--- src/rtl/pwm_xg_pkg.sv ---
package pwm_xg_pkg;
    localparam int NPAIR = 3;
    localparam int NOUT  = 2 * NPAIR;
    localparam int CW    = NOUT + NPAIR;
    localparam int XBASE = NOUT;

    typedef struct packed {
        logic [CW-1:0] shadow;
        logic [CW-1:0] active;
        logic          sync_prev;
    } ctl_state_t;
endpackage

--- src/rtl/pwm_xg_ctl.sv ---
module pwm_xg_ctl
    import pwm_xg_pkg::*;
(
    input  logic          clk,
    input  logic          rst_n,
    input  logic          sync_i,
    input  logic          mid_i,
    input  logic          dbl_mode_i,
    input  logic          wr_en_i,
    input  logic [CW-1:0] wr_data_i,
    output logic [CW-1:0] shadow_o,
    output logic [CW-1:0] active_o
);
    ctl_state_t st_d, st_q;
    logic       latch_now;

    always_comb begin
        st_d      = st_q;
        latch_now = (sync_i && !st_q.sync_prev) || (mid_i && dbl_mode_i);
        if (latch_now) st_d.active = st_q.shadow;
        if (wr_en_i)   st_d.shadow = wr_data_i;
        st_d.sync_prev = sync_i;
    end

    always_ff @(posedge clk or negedge rst_n) begin
        if (!rst_n) st_q <= '0;
        else        st_q <= st_d;
    end

    assign shadow_o = st_q.shadow;
    assign active_o = st_q.active;
endmodule

--- src/rtl/pwm_xg_pair.sv ---
module pwm_xg_pair (
    input  logic src_hi,
    input  logic src_lo,
    input  logic swap,
    output logic pin_hi,
    output logic pin_lo
);
    always_comb begin
        pin_hi = swap ? src_lo : src_hi;
        pin_lo = swap ? src_hi : src_lo;
    end
endmodule

--- src/rtl/pwm_xg_gate.sv ---
module pwm_xg_gate #(
    parameter int N = 6
) (
    input  logic [N-1:0] sig_i,
    input  logic [N-1:0] kill_i,
    output logic [N-1:0] sig_o
);
    for (genvar i = 0; i < N; i++) begin : g_bit
        assign sig_o[i] = sig_i[i] & ~kill_i[i];
    end
endmodule

--- src/rtl/pwm_xover_gate.sv ---
module pwm_xover_gate
    import pwm_xg_pkg::*;
(
    input  logic            clk,
    input  logic            rst_n,
    input  logic [NOUT-1:0] tu_in,
    input  logic            sync_i,
    input  logic            mid_i,
    input  logic            dbl_mode_i,
    input  logic            wr_en_i,
    input  logic [CW-1:0]   wr_data_i,
    output logic [CW-1:0]   rd_data_o,
    output logic [NOUT-1:0] pwm_out_o
);
    logic [CW-1:0]   act_word;
    logic [NOUT-1:0] routed;

    pwm_xg_ctl u_ctl (
        .clk        (clk),
        .rst_n      (rst_n),
        .sync_i     (sync_i),
        .mid_i      (mid_i),
        .dbl_mode_i (dbl_mode_i),
        .wr_en_i    (wr_en_i),
        .wr_data_i  (wr_data_i),
        .shadow_o   (rd_data_o),
        .active_o   (act_word)
    );

    for (genvar p = 0; p < NPAIR; p++) begin : g_pair
        pwm_xg_pair u_pair (
            .src_hi (tu_in[2*p+1]),
            .src_lo (tu_in[2*p]),
            .swap   (act_word[XBASE+p]),
            .pin_hi (routed[2*p+1]),
            .pin_lo (routed[2*p])
        );
    end

    pwm_xg_gate #(.N(NOUT)) u_gate (
        .sig_i  (routed),
        .kill_i (act_word[NOUT-1:0]),
        .sig_o  (pwm_out_o)
    );
endmodule

--- config.mk ---
export PLATFORM = sky130hd
export DESIGN_NAME = pwm_xover_gate
export DESIGN_NICKNAME = d
export VERILOG_FILES = /design/src/rtl/pwm_xg_pkg.sv /design/src/rtl/pwm_xg_ctl.sv /design/src/rtl/pwm_xg_pair.sv /design/src/rtl/pwm_xg_gate.sv /design/src/rtl/pwm_xover_gate.sv
export SDC_FILE = /design/constraint.sdc
export NUM_CORES = 1
export LEC_CHECK = 0
export ABC_AREA = 1
export CAP_MARGIN = 5
export CORE_UTILIZATION = 45
export CTS_CLUSTER_DIAMETER = 40
export DETAILED_ROUTE_END_ITERATION = 10
export PLACE_DENSITY_LB_ADDON = 0.08
export SLEW_MARGIN = 15
export SYNTH_ARGS = -nofsm -noshare
export SYNTH_HDL_FRONTEND = slang
export SYNTH_SLANG_ARGS = --single-unit
export TNS_END_PERCENT = 30
--- constraint.sdc ---
create_clock -name clk -period 1.3 [get_ports clk]
set_input_delay 0.26 -clock clk [delete_from_list [all_inputs] [get_ports clk]]
set_output_delay 0.26 -clock clk [all_outputs]
set_load 0.005 [all_outputs]
==> results of run 1 <==
critical path: cells and delay by family, from the launching register on:
kind / cells / cell delay (ns)
AOI/OAI and AO/OA: 1 / 0.10
and+or+nand+nor: 1 / 0.05
DFF: 1 / 0.42
buffers and inverters: 2 / 0.24
stage by stage:
stage	instance area, µm²	hold slack, ns	instances	setup WS, ns
floorplan	931	-0.0356	109	0.414
global placement	1240	0.482	163	-0.381
detailed placement	1240	0.492	163	-0.409
CTS	1310	0.295	178	-0.0946
global route	1320	0.326	178	-0.137
finish	1320	0.293	178	-0.0611
power by group through the flow:
| stage | sequential, mW | combinational, mW | clock (mW) |
|---|---|---|---|
| floorplan | 0.706 | 0.177 | 0 |
| global placement | 0.717 | 0.334 | 0 |
| detailed placement | 0.721 | 0.343 | 0 |
| CTS | 0.701 | 0.357 | 0.300 |
| global route | 0.714 | 0.413 | 0.333 |
| finish | 0.705 | 0.363 | 0.292 |
how the worst max path moves through the flow:
| stage | to | cells after the start | from |
|---|---|---|---|
| final | pwm_out_o[0] | 4 | u_ctl.active_o[6] |
| after global routing | pwm_out_o[0] | 4 | u_ctl.active_o[6] |
| after CTS | pwm_out_o[0] | 4 | u_ctl.active_o[6] |
| after detailed placement | pwm_out_o[3] | 4 | tu_in[2] |
| after global placement | pwm_out_o[3] | 4 | tu_in[2] |
| after floorplan | pwm_out_o[0] | 3 | u_ctl.active_o[6] |
per-layer routing:
layer / part of all wire [%] / global-route usage [%] / vias to the layer above / wire (µm)
met5: 0 / 0 / - / 0
met4: 0.72 / 6.86 / 0 / 13
met3: 7.6 / 3.02 / 2 / 137
met2: 47 / 28.5 / 25 / 844
met1: 45 / 23.4 / 343 / 815
li1: - / - / 418 / -
registers in the layout (all words and copies together) (netlist names):
register        flops
u_ctl.active_o      9
u_ctl.st_q          1
u_ctl.shadow_o      9
logic make-up (layout without fill, tap and decap cells):
family	count (synthesis)	after routing	synth area share, %
compound gates	15	15	8.87
simple gates	51	51	24.2
buf+inv	24	66	15.9
flops	19	19	51.1
layout by cell type (no fill, tap or decap):
cell	synthesis	routed
dfrtp_1	19	19
o21ai_0	4	4
a21oi_1	6	2
buf_2	0	6
nand2_2	0	1
a21oi_2	0	4
o21ai_1	3	3
inv_1	13	11
o21ai_2	2	2
clkbuf_4	0	3
nand3_1	9	9
clkdlybuf4s50_1	0	20
buf_4	9	14
nand2_1	39	38
inv_2	0	2
nand2_4	3	3
clkbuf_1	0	1
dlygate4sd2_1	0	9
final cells by class:
type	instances	area (µm²)	share of cell area (%)
clock buffer	4	26.3	1.98
inverter	13	48.8	3.69
multi-input combinational	66	325	24.6
sequential	19	475	35.9
tap	27	33.8	2.55
timing repair buffer	49	414	31.3
repair_timing:
action / in CTS / in global routing
resized for setup: 34 / 4
pin swaps: 1 / 0
setup endpoints to repair: 15 / 6
buffers inserted: 11 / 0
gates cloned: 0 / 0
==> results.md, run 1 <==
- Hold_buf cts: 0
- Vias per inst: 4.43
- Combinational group share of total power: a little over a quarter
- Slew at the pin closest to its max-slew limit: 0.243 ns
- Clk_lat worst skew: 0.29 ns
- Status: finished, violations left
- CP Class: reg2out
- Failing checks: negative setup slack
- Worst EP arrival: roughly 1.1 ns
- Reg-to-Reg End: u_ctl.active_o[8]
- DR WL/cell: between 10 and 15 µm
- Fillers: ~190
- R2R setup slack: 0.46 ns
- WP data required: 1.04 ns
- Area of the core: ~0.002 mm²
- Worst Setup End Kind: output pin
- RSZ-0062 raised after global routing: true
- Clk slew on worst S/H paths: approximately 0.11 ns
- Reg2Reg Launch Point: u_ctl.st_q[0]
- First-pass GRT wire length: roughly 2700 µm
- Final hold viol count: 0
- Vias in the first global route: about 660
- Tcrit/Tclk final: 105%
- Sw power: between 300 and 400 µW
- Synth-to-Final Area Change: 42.2%
- Vias: roughly 800
- Number of synthesized flops with an enable pin: 0
- Worst vdd ir: around 0.85 mV
- Largest net degree at the start of global routing: 20
- Critical path launch point type: flip-flop
- Max stage delay on crit path: around 0.42 ns
- Synthesized instance count: 109
- Dpl hpwl: around 1300 µm
- Clock sink total: 19
- Post-Syn Nets: 130
- Top-area cell type share of the netlist area: 51.1%
- R2r worst-path depth: 5
- Main flop type after synthesis: dfrtp_1
- Starting DRC count in detailed routing: 14
- CTS tree: built
- Final slew viol count: 0
- Yosys Warn Count: 0
- Part of the power in registers: 51.8%
- Worst Skew: between 0.003 and 0.004 ns
- CTS root buf: clkbuf_4
- P_int: 983 µW
- #FFs+latches synth: 19
- Sequential fraction of the synthesis area: about 51%
- Final nets: approximately 170
- Max Cap Viol: 0
- Number of antenna violations at the first check in global routing: 0
- Avg Synthesized Cell Area: approximately 8.5 µm²
- Row Count: 16
- Setup TNS: -0.198 ns
- Worst min path class: in2async
- DIE AREA: about 0.0023 mm²
- Pre-antenna DRT Iters: 2
- Die Width: between 40 and 50 µm
- # setup viols final: 6
- GR Util All Layers: 17.5%
- Initial Util: 47.4%
- Yosys cell types: 12
- Crit path max fanout: 4
- CTS buffer count: 3
- Remaining DRCs: 0
- H-tree depth: 1
- Power Density: about 1000 mW/mm²
- CP Cell Sequence: buf_4 > nand2_2 > a21oi_2 > buf_2
- Count leader, synth: nand2_1
- WL final: about 1800 µm
- Clk pwr share: 21.5%
- Leakage: ~0.70 nW
- Die height: around 47 µm
- Post-synth top area cell: dfrtp_1
- Global placement routability congestion: a little under 0.7
- Total grt overflow: 0
- Critical-path top delay cell: dfrtp_1
- Final Util: roughly two thirds
- Diode count: 0
- Synth area leaders: dfrtp_1 51%, nand2_1 16%, buf_4 7.3%, inv_1 5.2%, nand3_1 4.8%
- Mapped Area: roughly 930 µm²
- Share of cells above drive strength 1: a little under a quarter
- Post-synth ARST share: 100%
- Clock period minus worst slack: between 1 and 1.5 ns
- Tot Pwr: 1.36 mW
- Max Freq: 0.735 GHz
- Switch share: about 28%
- Worst rel slew slack: 83.8%
- # IOs: 36
- Port-buffer cells: 35
- Leading post-synthesis cells by instance count: 39 x nand2_1, 19 x dfrtp_1, 13 x inv_1
- Clk buf depth: 2
- Final ANT Viol Nets: 0
- PnR worst setup slack: -0.0611 ns
(Power assumes the default switching activity.)
==> run 2: changes to the inputs <==
- CTS_CLUSTER_SIZE: default -> 40
==> results of run 2 <==
Final layout, timing and power as in run 1 (identical DEF).
